==> src/rtl/hostbus_regs.sv <==
module hostbus_regs #(
  parameter int AW = 4,
  parameter int DW = 8,
  parameter int GATE_W = 24,
  parameter int CNT_W = 8,
  parameter logic [GATE_W-1:0] GATE_START_DEF = 24'h000100,
  parameter logic [GATE_W-1:0] GATE_END_DEF = 24'h00FFFF,
  parameter logic [DW-1:0] MODE1_DEF = 8'h04,
  parameter logic [DW-1:0] MODE2_DEF = 8'h00,
  parameter logic [DW-1:0] MODE3_DEF = 8'h00
) (
  input  logic              clk,
  input  logic              rst_n,
  input  logic [AW-1:0]     bus_addr,
  input  logic [DW-1:0]     bus_wdata,
  input  logic              bus_rd,
  input  logic              bus_wr,
  output logic [DW-1:0]     bus_rdata,
  output logic              bus_rpar,
  input  logic [DW-1:0]     sci_byte,
  input  logic              sci_valid,
  input  logic              sci_lost,
  output logic              sci_take,
  output logic [GATE_W-1:0] gate_start,
  output logic [GATE_W-1:0] gate_end,
  output logic [DW-1:0]     mode1,
  output logic [DW-1:0]     mode2,
  output logic [DW-1:0]     mode3
);
  localparam logic [AW-1:0] A_SCI   = AW'(0);
  localparam logic [AW-1:0] A_GS0   = AW'(1);
  localparam logic [AW-1:0] A_GS1   = AW'(2);
  localparam logic [AW-1:0] A_GS2   = AW'(3);
  localparam logic [AW-1:0] A_GE0   = AW'(5);
  localparam logic [AW-1:0] A_GE1   = AW'(6);
  localparam logic [AW-1:0] A_GE2   = AW'(7);
  localparam logic [AW-1:0] A_M1    = AW'(8);
  localparam logic [AW-1:0] A_M2    = AW'(9);
  localparam logic [AW-1:0] A_CNT   = AW'(10);
  localparam logic [AW-1:0] A_M3    = AW'(11);
  localparam logic [AW-1:0] A_SWRST = AW'(12);

  logic [2:0] wr_sy, rd_sy;
  logic wr_fall, rd_fall, sw_rst;
  logic [GATE_W-1:0] gs_q, ge_q;
  logic [DW-1:0] m1_q, m3_q;
  logic [DW-1:1] m2_q;
  logic slip;
  logic [CNT_W-1:0] xfer_cnt;
  logic slip_set, slip_clr;

  always_ff @(posedge clk or negedge rst_n) begin
    if (!rst_n) begin
      wr_sy <= '0;
      rd_sy <= '0;
    end else begin
      wr_sy <= {wr_sy[1:0], bus_wr};
      rd_sy <= {rd_sy[1:0], bus_rd};
    end
  end

  assign wr_fall  = wr_sy[2] & ~wr_sy[1];
  assign rd_fall  = rd_sy[2] & ~rd_sy[1];
  assign sw_rst   = wr_fall && (bus_addr == A_SWRST);
  assign sci_take = rd_fall && (bus_addr == A_SCI);
  assign slip_set = (sci_take && !sci_valid) || sci_lost;
  assign slip_clr = wr_fall && (bus_addr == A_M2) && bus_wdata[0];

  always_ff @(posedge clk or negedge rst_n) begin
    if (!rst_n) begin
      gs_q     <= GATE_START_DEF;
      ge_q     <= GATE_END_DEF;
      m1_q     <= MODE1_DEF;
      m2_q     <= MODE2_DEF[DW-1:1];
      m3_q     <= MODE3_DEF;
      slip     <= 1'b0;
      xfer_cnt <= '0;
    end else if (sw_rst) begin
      gs_q     <= GATE_START_DEF;
      ge_q     <= GATE_END_DEF;
      m1_q     <= MODE1_DEF;
      m2_q     <= MODE2_DEF[DW-1:1];
      m3_q     <= MODE3_DEF;
      slip     <= 1'b0;
      xfer_cnt <= '0;
    end else begin
      if (wr_fall) begin
        case (bus_addr)
          A_GS0:   gs_q[7:0]   <= bus_wdata;
          A_GS1:   gs_q[15:8]  <= bus_wdata;
          A_GS2:   gs_q[23:16] <= bus_wdata;
          A_GE0:   ge_q[7:0]   <= bus_wdata;
          A_GE1:   ge_q[15:8]  <= bus_wdata;
          A_GE2:   ge_q[23:16] <= bus_wdata;
          A_M1:    m1_q        <= bus_wdata;
          A_M2:    m2_q        <= bus_wdata[DW-1:1];
          A_M3:    m3_q        <= bus_wdata;
          default: ;
        endcase
      end
      if (slip_set)      slip <= 1'b1;
      else if (slip_clr) slip <= 1'b0;
      if (sci_take) xfer_cnt <= xfer_cnt + 1'b1;
    end
  end

  always_comb begin
    case (bus_addr)
      A_SCI:   bus_rdata = sci_byte;
      A_GS0:   bus_rdata = gs_q[7:0];
      A_GS1:   bus_rdata = gs_q[15:8];
      A_GS2:   bus_rdata = gs_q[23:16];
      A_GE0:   bus_rdata = ge_q[7:0];
      A_GE1:   bus_rdata = ge_q[15:8];
      A_GE2:   bus_rdata = ge_q[23:16];
      A_M1:    bus_rdata = m1_q;
      A_M2:    bus_rdata = {m2_q, slip};
      A_CNT:   bus_rdata = DW'(xfer_cnt);
      A_M3:    bus_rdata = m3_q;
      default: bus_rdata = '0;
    endcase
  end

  assign bus_rpar   = ~^bus_rdata;
  assign gate_start = gs_q;
  assign gate_end   = ge_q;
  assign mode1      = m1_q;
  assign mode2      = {m2_q, slip};
  assign mode3      = m3_q;
endmodule

==> config.mk <==
export PLATFORM = sky130hd
export DESIGN_NAME = hostbus_regs
export DESIGN_NICKNAME = d
export VERILOG_FILES = /design/src/rtl/hostbus_regs.sv
export SDC_FILE = /design/constraint.sdc
export NUM_CORES = 1
export LEC_CHECK = 0
export BUFFER_PORTS_ARGS = -buffer_cell sky130_fd_sc_hd__buf_4
export CORE_MARGIN = 2
export CORE_UTILIZATION = 58
export DETAILED_ROUTE_END_ITERATION = 10
export PLACE_DENSITY = 0.85
export SLEW_MARGIN = 20
export SYNTH_ARGS = -nofsm -noshare
export SYNTH_HDL_FRONTEND = slang
export SYNTH_SLANG_ARGS = --single-unit
export TNS_END_PERCENT = 5
==> constraint.sdc <==
create_clock -name clk -period 4.3 [get_ports clk]
set_input_delay 0.86 -clock clk [delete_from_list [all_inputs] [get_ports clk]]
set_output_delay 0.86 -clock clk [all_outputs]
set_load 0.01 [all_outputs]
==> results of run 1 <==
-- worst max-delay path by stage --
| stage | end | slack [ns] | start |
|---|---|---|---|
| 2_1_floorplan | bus_rpar | 0.91 | bus_addr[1] |
| 3_3_place_gp | bus_rpar | 0.40 | bus_addr[1] |
| 3_5_place_dp | bus_rpar | 0.37 | bus_addr[1] |
| 4_1_cts | bus_rpar | 0.34 | bus_addr[1] |
| 5_1_grt | bus_rpar | 0.19 | bus_addr[1] |
| 6_report | bus_rpar | 0.31 | bus_addr[1] |
-- cells by family (layout without fill, tap and decap cells) --
family / count (synthesis) / count (layout) / share of synthesized area
AOI/OAI and AO/OA: 77 / 77 / 0.122
xor gates and xnor gates: 11 / 11 / 0.0284
adders and majority gates: 1 / 1 / 0.00270
buffers and inverters: 42 / 132 / 0.0578
DFF: 86 / 86 / 0.470
muxes: 53 / 53 / 0.125
and+or+nand+nor: 187 / 187 / 0.194
-- final cells by class --
cell class                      count  share of cell area
Sequential cell                    86               0.389
Multi-Input combinational cell    329               0.392
Clock inverter                      5              0.0148
Clock buffer                       11              0.0253
Timing Repair Buffer              111               0.152
Inverter                            5             0.00336
Tap cell                          102              0.0228
-- per-stage QoR --
stage | power, mW | instance area (sq um) | setup WS, ns
4_1_cts | 2.45 | 5580 | 0.343
3_3_place_gp | 1.80 | 5360 | 0.401
2_1_floorplan | 1.45 | 4630 | 0.910
5_1_grt | 2.56 | 5590 | 0.189
6_report | 2.46 | 5590 | 0.312
3_5_place_dp | 1.82 | 5360 | 0.366
-- worst max-delay path: stages --
cell and delay, ns:
buf_4 0.37, and2b_1 0.47, a311oi_1 0.17, o211ai_1 0.30, xnor3_1 0.41, xnor3_1 0.37, buf_4 0.16
-- cell usage in the layout (no fill, tap or decap), types with 3 or more instances in the layout --
master	instances
a221oi_1	3
a21oi_1	27
a31o_1	3
xnor2_1	4
o21ai_0	9
buf_4	109
dfrtp_1	68
nor2_1	48
and3_1	4
clkbuf_8	10
mux4_2	3
o211ai_1	4
nand3_1	36
nor3_1	3
nand4_1	4
xor2_1	4
mux2_2	9
nand3b_1	5
mux2i_1	40
nand2_1	68
a22o_1	4
inv_1	5
dfstp_2	18
-- metal layers --
layer,vias to the layer above,wire [um],share of wire
met5,-,0,0
met4,0,391,0.027
met3,28,1070,0.073
met2,223,7120,0.49
met1,2012,6080,0.41
li1,1779,-,-
-- power groups by stage --
| stage | combinational, mW | clock, mW | sequential [mW] |
|---|---|---|---|
| 6_report | 0.691 | 0.646 | 1.13 |
| 5_1_grt | 0.746 | 0.675 | 1.14 |
| 4_1_cts | 0.692 | 0.644 | 1.12 |
| 3_5_place_dp | 0.688 | 0 | 1.13 |
| 3_3_place_gp | 0.674 | 0 | 1.13 |
| 2_1_floorplan | 0.305 | 0 | 1.15 |
-- registers in the layout, summed over array words and instances (netlist names) --
register    count
gate_end       24
gate_start     24
m2_q            7
mode1           8
mode3           8
rd_sy           3
slip            1
wr_sy           3
xfer_cnt        8
==> impl_results.md, run 1 <==
- Status: completed
- Area Growth Syn to Fin: 20.7%
- Chip width: 93.3 um
- Required @ worst endpoint: 3.44 ns
- Vias in the first global route: 3911
- # diodes: 0
- Wire per inst: 22.6 um
- Worst r2r src: wr_sy[1]$_DFF_PN0_
- Final Max Slew Viols: 0
- Core area: between 0.007 and 0.008 sq mm
- Residual DRC: 0
- Io pins: 108
- Mapped Cells: 457
- Largest net degree at the start of global routing: 87
- DP Wirelength: 10400 um
- RR Endpoint: gate_start[17]$_DFFE_PN0P_
- Mean Syn Cell Area: 10.1 sq um
- Total Wirelength: 14700 um
- Syn Nets: about 480
- Multi-input combinational cell area: 0.00219 sq mm
- Placer Congestion: 0.913
- Slew headroom: 0.339
- FF-to-FF path depth: 6
- R2R Setup Slk: 1.79 ns
- HP Class: reg -> reg
- Row cnt: 32
- Setup TNS: 0 ns
- CTS Buffer Depth: 2
- CTS Root Cell: clkbuf_8
- Critical Path Start Type: input pin
- CP endpoint kind: output pin
- Netlist cell types: 65
- RSZ-0062 raised after global routing: no
- Global routing usage on met3: 0.0508
- CTS tree: done
- Gates resized, CTS repair: 0
- Filler cell count: 585
- H-Tree Depth: 3
- Overflow after GRT: 0
- EDFF count, synth: 0
- Wire length of the first global-routing pass: between 20000 and 25000 um
- GR Util met2: 0.552
- Post-synth top cells: dfrtp_1 (68), nand2_1 (68), nor2_1 (48)
- CTS Hold Bufs: 0
- Crit path max fanout: 37
- Fin util: 0.723
- Setup CP Type: in -> out
- All-Layer GR Usage: 0.343
- Sink Count: 86
- Inst Count DP: 633
- Via-per-instance ratio: 6.23
- Hold Startpoint: rd_sy[0]$_DFF_PN0_
- Cell taking the most area after synthesis: dfrtp_1
- Share of power burned in registers: 0.457
- YS warnings: 0
- Layout cell share with drive strength beyond 1: 0.314
- Via count: 4042
- F_max: 251 MHz
- Switching share of total power: 0.321
- Hold EP: rd_sy[1]$_DFF_PN0_
- Peak supply drop: 213 uV
- Die Footprint: roughly 0.0087 sq mm
- # setup viols final: 0
- Num CTS Buffers: 9
- Synth Register Bits: 86
- Cell Pwr Density: 441 mW/mm^2
- Crit share post-route: 0.928
- Max-cap violation count: 0
- Clock transition at the registers of the reported paths: about 0.090 ns
- Register area: 0.00217 sq mm
- GRT met1 Usage: 0.480
- Clock power frac: 0.262
- Pint: approximately 1.7 mW
- ANT nets after route: 0
- Crit path time final: 3.99 ns
- Share of the synthesized area in the top cell type: 0.368
- Most Crowded Layer GR: met2
- Drt pass-1 iters: 5
- Worst Tran Pin Value: approximately 1 ns
- Initial antenna violation count: 0
- Area contributors post-synth: dfrtp_1 (37%), dfstp_2 (10%), mux2i_1 (8.6%)
- IO Port Bufs: 107
- Sequential area share after synthesis: 0.470
- Sw Pwr: 0.790 mW
- First-iteration detailed-routing DRC count: ~240
- WHS Path Cells: 0
- Post-Synthesis Cell Area: 0.00463 sq mm
- Worst Path Arrival: 3.13 ns
- Setup bufs post-CTS: 0
- Final hold vios: 0
- Lkg Pwr: 2.71 nW
- Die H: 93.3 um
- Effective utilization at floorplan: 0.599
- Fin Hold WS: 0.364 ns
- Async set or reset register ratio after synthesis: 1.00
- Post-layout nets: approximately 570
- Clk_skew: 0.0157 ns
- Layout Cells excl Fill: between 600 and 700
- Part of the power in combinational logic: 0.281
- Top_reg_cell synth: dfrtp_1
- Worst-skew pair later-pin latency: 0.36 ns
No activity file was read; power rests on OpenSTA's default activity.
==> run 2: changes to the inputs <==
--- a/config.mk
+++ b/config.mk
@@ -5,11 +5,12 @@
 export SDC_FILE = /design/constraint.sdc
 export NUM_CORES = 1
 export LEC_CHECK = 0
+export ABC_AREA = 1
 export BUFFER_PORTS_ARGS = -buffer_cell sky130_fd_sc_hd__buf_4
 export CORE_MARGIN = 2
 export CORE_UTILIZATION = 58
 export DETAILED_ROUTE_END_ITERATION = 10
-export PLACE_DENSITY = 0.85
+export PLACE_DENSITY_LB_ADDON = 0.05
 export SLEW_MARGIN = 20
 export SYNTH_ARGS = -nofsm -noshare
 export SYNTH_HDL_FRONTEND = slang
==> run 2 against run 1 <==
  * Cell area is 3.2% lower
  * Sequential cell count unchanged
  * Non-clock buffer count fell by 1
  * Wire length fell by 8.8%
  * Count of clock-buffer cells in the layout fell by 2
  * Fmax up 11%
  * Largest cell class is now sequential cells
==> impl_results.md, run 2 <==
- Status: completed (unchanged)
- Die H: 90.4 um (was 93.3 um)
- Clk_skew: 0.00878 ns (was 0.0157 ns)
- Sink Count: 86 (unchanged)
- Row cnt: 31 (was 32)
- Worst r2r src: wr_sy[1]$_DFF_PN0_ (unchanged)
- Vias in the first global route: 4009 (was 3911)
- CTS Root Cell: clkbuf_8 (unchanged)
- Worst Tran Pin Value: 0.833 ns (was 0.984 ns)
- Top_reg_cell synth: dfrtp_1 (unchanged)
- CTS tree: done (unchanged)
- Crit share post-route: 0.838 (was 0.928)
- All-Layer GR Usage: 0.334 (was 0.343)
- Initial antenna violation count: 0 (unchanged)
- CTS Buffer Depth: 2 (unchanged)
- Wire per inst: 16.9 um (was 22.6 um)
- Multiplexer share of the synthesized area: 0 (was 0.125)
- Gates resized, CTS repair: 0 (unchanged)
- Post-Synth Adder-Cell Area: 0.00289 (was 0.00270)
- Most frequent cell after synthesis: nand2_1
- Worst-skew pair later-pin latency: 0.36 ns (about the same)
- Via-per-instance ratio: 5.58 (was 6.23)
- YS warnings: 0 (unchanged)
- Slew headroom: 0.443 (was 0.339)
- Most common cell after layout, fill and taps aside: nand2_1 (was buf_4)
- Drt pass-1 iters: 5 (unchanged)
- Num CTS Buffers: 9 (unchanged)
- R2R Setup Slk: 1.52 ns (was 1.79 ns)
- Worst path slowest cell: nor2_1 (was and2b_1)
- First-iteration detailed-routing DRC count: 451 (was 235)
- ANT nets after route: 0 (unchanged)
- Cell taking the most area after synthesis: dfrtp_1 (unchanged)
- Async set or reset register ratio after synthesis: 1.00 (unchanged)
- Post-synth top cells: nand2_1 (207), nor2_1 (76), dfrtp_1 (68) (was dfrtp_1 (68), nand2_1 (68), nor2_1 (48))
- Mean Syn Cell Area: 7.43 sq um (was 10.1 sq um)
- Compound-Gate Fraction of Synth Area: 0.105 (was 0.122)
- F_max: 278 MHz (was 251 MHz)
- Core area: 0.00725 sq mm (was 0.00773 sq mm)
- H-Tree Depth: 3 (unchanged)
- Sequential area share after synthesis: 0.503 (was 0.470)
- Netlist cell types: 27 (was 65)
- Layout Cells excl Fill: 793 (was 649)
- Final hold vios: 0 (unchanged)
- Via count: 4422 (was 4042)
- Setup TNS: 0 ns (unchanged)
- Inst Count DP: 777 (was 633)
- # setup viols final: 0 (unchanged)
- # diodes: 0 (unchanged)
- Fin util: 0.746 (was 0.723)
- Required @ worst endpoint: 3.44 ns (about the same)
- Die Footprint: 0.00817 sq mm (was 0.00871 sq mm)
- FF-to-FF path depth: 9 (was 6)
- EDFF count, synth: 0 (unchanged)
- Mapped Cells: 582 (was 457)
- Largest net degree at the start of global routing: 87 (unchanged)
- Critical Path End: bus_rpar (unchanged)
- Io pins: 108 (unchanged)
- Cell Pwr Density: 471 mW/mm^2 (was 441 mW/mm^2)
- Peak supply drop: 329 uV (was 213 uV)
- Residual DRC: 0 (unchanged)
- Max-cap violation count: 0 (unchanged)
- CP Launch Point: bus_addr[3] (was bus_addr[1])
- Post-layout nets: 716 (was 569)
- RSZ-0062 raised after global routing: no (unchanged)
- Worst Path Arrival: 2.74 ns (was 3.13 ns)
- Largest family of logic cells by synthesized area: simple AND/OR/NAND/NOR gates (unchanged)
- Chip width: 90.4 um (was 93.3 um)
- Wire length of the first global-routing pass: 21100 um (was 22100 um)
- Area contributors post-synth: dfrtp_1 (39%), nand2_1 (18%), dfstp_2 (11%) (was dfrtp_1 (37%), dfstp_2 (10%), mux2i_1 (8.6%))
- Placer Congestion: 0.958 (was 0.913)
- Critical Path, Cell by Cell: buf_4 > inv_1 > nor2_1 > nand3_1 > nand2_1 > nor2_1 > nand3b_1 > nand2_1 > nand2_1 > nor2_1 > nor2_1 > nand2_1 > nand2_1 > buf_4 (was buf_4 > and2b_1 > a311oi_1 > o211ai_1 > xnor3_1 > xnor3_1 > buf_4)
- Share of the synthesized area in the top cell type: 0.393 (was 0.368)
- Lkg Pwr: 2.91 nW (was 2.71 nW)
- IO Port Bufs: 107 (unchanged)
- Post-Synthesis Cell Area: 0.00433 sq mm (was 0.00463 sq mm)
- Most frequent cells in the layout: nand2_1 (207), buf_4 (109), nor2_1 (76) (was buf_4 (109), nand2_1 (68), dfrtp_1 (68))
- Layout cell share with drive strength beyond 1: 0.236 (was 0.314)
- Final Max Slew Viols: 0 (unchanged)
- HP Class: reg -> reg (unchanged)
- Area Growth Syn to Fin: 25.0% (was 20.7%)
- PnR Total Power: 2.55 mW (was 2.46 mW)
- Simple-gate area share of the yosys netlist: 0.327 (was 0.194)
- RR Endpoint: gate_start[7]$_DFFE_PN0P_ (was gate_start[17]$_DFFE_PN0P_)
- Filler cell count: 569 (was 585)
- Crit path max fanout: 13 (was 37)
- Effective utilization at floorplan: 0.597 (was 0.599)
- Clock transition at the registers of the reported paths: 0.09 ns (about the same)
- CTS Hold Bufs: 0 (unchanged)
- Crit path time final: 3.60 ns (was 3.99 ns)
- Worst path max stage delay: 0.63 ns (was 0.47 ns)
- Synth Register Bits: 86 (unchanged)
- Setup CP Type: in -> out (unchanged)
- Total Wirelength: 13400 um (was 14700 um)
- Overflow after GRT: 0 (unchanged)
- Syn Nets: 609 (was 484)
- CP endpoint kind: output pin (unchanged)
- Most frequent CP cell: nand2_1
- Critical Path Start Type: input pin (unchanged)
- Setup bufs post-CTS: 0 (unchanged)
- DP Wirelength: 10000 um (was 10400 um)
- Synth Area in XOR/XNOR: 0.00202 (was 0.0284)
[run 2: cell types whose count changed after synthesis, moves of 7 or more]
cell	before	now
nand2_1	68	207
a21oi_1	27	11
buf_6	8	1
nor2_1	48	76
o21ai_0	9	66
mux2_2	9	0
mux2i_1	40	0
inv_1	5	48
clkbuf_1	17	5
[run 2: layer usage]
metal / routed length [um] / GRT usage / up-vias
met5: 0 / 0 / -
li1: - / - / 2062
met3: 1270 / 0.0643 / 34
met2: 6130 / 0.521 / 245
met4: 363 / 0.122 / 0
met1: 5620 / 0.471 / 2081
[run 2: how the worst min path moves through the flow]
stage / from / to / slack [ns] / cells after the start
after floorplan: rd_sy[0]$_DFF_PN0_ / rd_sy[1]$_DFF_PN0_ / 0.33 / 0
after global placement: rd_sy[0]$_DFF_PN0_ / rd_sy[1]$_DFF_PN0_ / 0.33 / 0
after detailed placement: wr_sy[0]$_DFF_PN0_ / wr_sy[1]$_DFF_PN0_ / 0.34 / 0
after CTS: wr_sy[0]$_DFF_PN0_ / wr_sy[1]$_DFF_PN0_ / 0.36 / 0
after global routing: wr_sy[0]$_DFF_PN0_ / wr_sy[1]$_DFF_PN0_ / 0.37 / 0
final: wr_sy[0]$_DFF_PN0_ / wr_sy[1]$_DFF_PN0_ / 0.36 / 0
[run 2: layout make-up]
class                           instances  area, sq um  share of cell area
Sequential cell                        86         2170               0.402
Multi-Input combinational cell        431         1890               0.349
Timing Repair Buffer                  110          830               0.153
Inverter                               51          191              0.0354
Clock buffer                            9          124              0.0229
Tap cell                               99          124              0.0229
Clock inverter                          7         77.6              0.0143
[run 2: logic make-up after synthesis]
logic type / after synthesis
flops: 86
simple gates: 342
fa+ha+maj: 1
xor+xnor: 1
buf+inv: 65
compound gates: 87
[run 2: stage by stage]
step / setup slack [ns] / instance area (sq um) / hold WS, ns
after floorplan: 1.41 / 4330 / 0.331
after global placement: 0.793 / 5200 / 0.332
after detailed placement: 0.751 / 5200 / 0.342
after CTS: 0.763 / 5410 / 0.364
after global routing: 0.525 / 5410 / 0.368
final: 0.699 / 5410 / 0.361
[run 2: worst max-delay path, delay by kind of cell]
kind	cells	cell delay, ns
and+or+nand+nor	11	1.59
buffers and inverters	3	0.28
[run 2: power by group]
part / internal, mW / total [mW] / switching (mW) / leakage, nW
Sequential: 1.02 / 1.20 / 0.175 / 1.04
Combinational: 0.355 / 0.754 / 0.400 / 1.76
Clock: 0.276 / 0.599 / 0.323 / 0.106
==> run 3: changes to the inputs <==
--- a/config.mk
+++ b/config.mk
@@ -8,7 +8,7 @@
 export ABC_AREA = 1
 export BUFFER_PORTS_ARGS = -buffer_cell sky130_fd_sc_hd__buf_4
 export CORE_MARGIN = 2
-export CORE_UTILIZATION = 58
+export CORE_UTILIZATION = 48
 export DETAILED_ROUTE_END_ITERATION = 10
 export PLACE_DENSITY_LB_ADDON = 0.05
 export SLEW_MARGIN = 20
==> constraint.sdc (replaced) <==
create_clock -name clk -period 3 [get_ports clk]
set_input_delay 0.6 -clock clk [delete_from_list [all_inputs] [get_ports clk]]
set_output_delay 0.6 -clock clk [all_outputs]
set_load 0.01 [all_outputs]
==> run 3 against run 2 <==
  * Total power rose by 41%
  * Cell area rose by 2.5%
  * Die area is 20% higher
  * First-iteration DRC count shrank 41%
  * Global-route usage shrank 6.4 points
  * Critical endpoint unchanged
  * Worst hold slack worse by 0.078 ns
  * Register-to-register slack worse by 0.44 ns
  * Core utilization down 11 points
  * Combinational power is 43% higher
  * Critical path type unchanged
  * Wire length fell by 0.49%
  * Sequential cell count did not move
==> impl_results.md, run 3 (same netlist as run 2, synthesis figures left out) <==
- CTS Root Cell: clkbuf_8 (unchanged)
- Critical Path Start Type: input pin (unchanged)
- Worst path slowest cell: nand3b_1 (was nor2_1)
- CP endpoint kind: output pin (unchanged)
- First-iteration detailed-routing DRC count: 267 (was 451)
- Peak supply drop: 427 uV (was 329 uV)
- Final hold vios: 0 (unchanged)
- All-Layer GR Usage: 0.271 (was 0.334)
- Slew headroom: 0.502 (was 0.443)
- Post-layout nets: 727 (was 716)
- Die Footprint: 0.00979 sq mm (was 0.00817 sq mm)
- Final WS setup: 0.153 ns (was 0.699 ns)
- Clk_skew: 0.0146 ns (was 0.00878 ns)
- Core area: 0.00872 sq mm (was 0.00725 sq mm)
- Via count: 4280 (was 4422)
- Effective utilization at floorplan: 0.496 (was 0.597)
- Most frequent cells in the layout: nand2_1 (201), buf_4 (120), nor2_1 (73) (was nand2_1 (207), buf_4 (109), nor2_1 (76))
- Sum of buffers and inverters on the critical path: 5 (was 3)
- Row cnt: 34 (was 31)
- Wire per inst: 16.4 um (was 16.9 um)
- F_max: 351 MHz
- Pre-CTS setup slack: 0.0696 ns (was 0.751 ns)
- CTS Hold Bufs: 0 (unchanged)
- Via-per-instance ratio: 5.26 (was 5.58)
- Layout cell share with drive strength beyond 1: 0.262 (was 0.236)
- Worst-skew pair later-pin latency: 0.36 ns (about the same)
- Worst Path Arrival: 2.25 ns (was 2.74 ns)
- Final Max Slew Viols: 0 (unchanged)
- IO Port Bufs: 107 (unchanged)
- CTS Buffer Depth: 2 (unchanged)
- Overflow after GRT: 0 (unchanged)
- Crit path time final: 2.85 ns
- Status: completed (unchanged)
- Initial antenna violation count: 0 (unchanged)
- Placer Congestion: 0.954 (was 0.958)
- FF-to-FF path depth: 9 (unchanged)
- Crit share post-route: 0.949
- Io pins: 108 (unchanged)
- DP Wirelength: 10100 um (was 10000 um)
- Wire length of the first global-routing pass: 20700 um (was 21100 um)
- Drt pass-1 iters: 5 (unchanged)
- Most common cell after layout, fill and taps aside: nand2_1 (unchanged)
- Vias in the first global route: 3913 (was 4009)
- Worst path max stage delay: 0.17 ns (was 0.63 ns)
- # diodes: 0 (unchanged)
- Lkg Pwr: 2.97 nW (was 2.91 nW)
- Cell Pwr Density: 648 mW/mm^2 (was 471 mW/mm^2)
- Clock transition at the registers of the reported paths: 0.09 ns (about the same)
- Crit. path cell count: 16 (was 14)
- CTS tree: done (unchanged)
- Most frequent CP cell: nand2_1 (unchanged)
- Required @ worst endpoint: 2.40 ns (was 3.44 ns)
- ANT nets after route: 0 (unchanged)
- Area Growth Syn to Fin: 28.1% (was 25.0%)
- Total Wirelength: 13300 um (was 13400 um)
- H-Tree Depth: 3 (unchanged)
- Sink Count: 86 (unchanged)
- Largest net degree at the start of global routing: 85 (was 87)
- Max-cap violation count: 0 (unchanged)
- Critical Path, Cell by Cell: buf_4 > inv_1 > nor2_4 > buf_4 > nand3_1 > nand2_1 > nor2_1 > nand3b_1 > nand2_1 > nand2_1 > nand2_1 > inv_1 > nor2_1 > nand2_1 > nand2_1 > buf_4 (was buf_4 > inv_1 > nor2_1 > nand3_1 > nand2_1 > nor2_1 > nand3b_1 > nand2_1 > nand2_1 > nor2_1 > nor2_1 > nand2_1 > nand2_1 > buf_4)
- Setup CP Type: in -> out (unchanged)
- Worst Tran Pin Value: 0.748 ns (was 0.833 ns)
- Die H: 98.9 um (was 90.4 um)
- Setup TNS: 0 ns (unchanged)
- Layout Cells excl Fill: 813 (was 793)
- # setup viols final: 0 (unchanged)
- Kind of cell adding the most delay to the critical path: simple AND/OR/NAND/NOR gates (unchanged)
- Crit path max fanout: 8 (was 13)
- Chip width: 98.9 um (was 90.4 um)
- Residual DRC: 0 (unchanged)
- HP Class: in -> async (was reg -> reg)
- Inst Count DP: 797 (was 777)
- Num CTS Buffers: 9 (unchanged)
run 3: cell count changes in the layout (fill, tap and decap cells not counted), sizes merged:
cell | before | now
inv | 54 | 55
bufinv | 1 | 0
clkinv | 3 | 2
clkinvlp | 0 | 1
buf | 110 | 121
run 3: final cells by class:
cell class,instances,area [sq um]
Clock buffer,9,124
Clock inverter,7,66.3
Fill cell,802,3180
Inverter,51,191
Multi-Input combinational cell,431,1940
Sequential cell,86,2170
Tap cell,108,135
Timing Repair Buffer,121,912
run 3: routing by layer:
layer,routed length [um],part of all wire,vias to the layer above,global-route usage
li1,-,-,2084,-
met1,6220,0.47,2023,0.421
met3,1090,0.081,8,0.0475
met4,105,0.0079,0,0.0411
met5,0,0,-,0
met2,5910,0.44,165,0.405
run 3: where the power goes:
part | total [mW] | internal [mW] | switching, mW
clock | 0.791 | 0.321 | 0.470
combinational | 1.08 | 0.518 | 0.565
sequential | 1.72 | 1.46 | 0.256
run 3: worst reg2reg max path: cells and delay by family (launching register included):
kind	cells	cell delay, ns
AO/OA/AOI/OAI	1	0.12
buffers and inverters	4	0.81
flip-flops	1	0.39
AND/OR/NAND/NOR	4	0.47
run 3: worst paths after layout:
check / slack, ns / to / from
max: 0.15 / bus_rpar / bus_addr[1]
max reg2reg: 1.08 / gate_start[0]$_DFFE_PN0P_ / wr_sy[2]$_DFF_PN0_
min: 0.28 / gate_start[11]$_DFFE_PN0P_ / rst_n
min in group clk: 0.34 / wr_sy[0]$_DFF_PN0_ / bus_wr
max in group asynchronous: 2.08 / gate_end[12]$_DFFE_PN1P_ / rst_n
min reg2reg: 0.36 / wr_sy[1]$_DFF_PN0_ / wr_sy[0]$_DFF_PN0_
run 3: stage by stage:
step	hold WS, ns	area, sq um	util	total power, mW
5_1_grt	0.324	5540	0.636	3.79
2_1_floorplan	0.304	4330	-	2.17
3_5_place_dp	0.336	5300	0.607	2.81
6_report	0.283	5540	0.636	3.59
3_3_place_gp	0.333	5300	0.607	2.78
4_1_cts	0.332	5490	0.629	3.59
run 3: timing repair:
item / in CTS / in global routing
setup buffers: 0 / 0
gates resized for setup: 0 / 15
endpoints found under the setup margin: 0 / 1
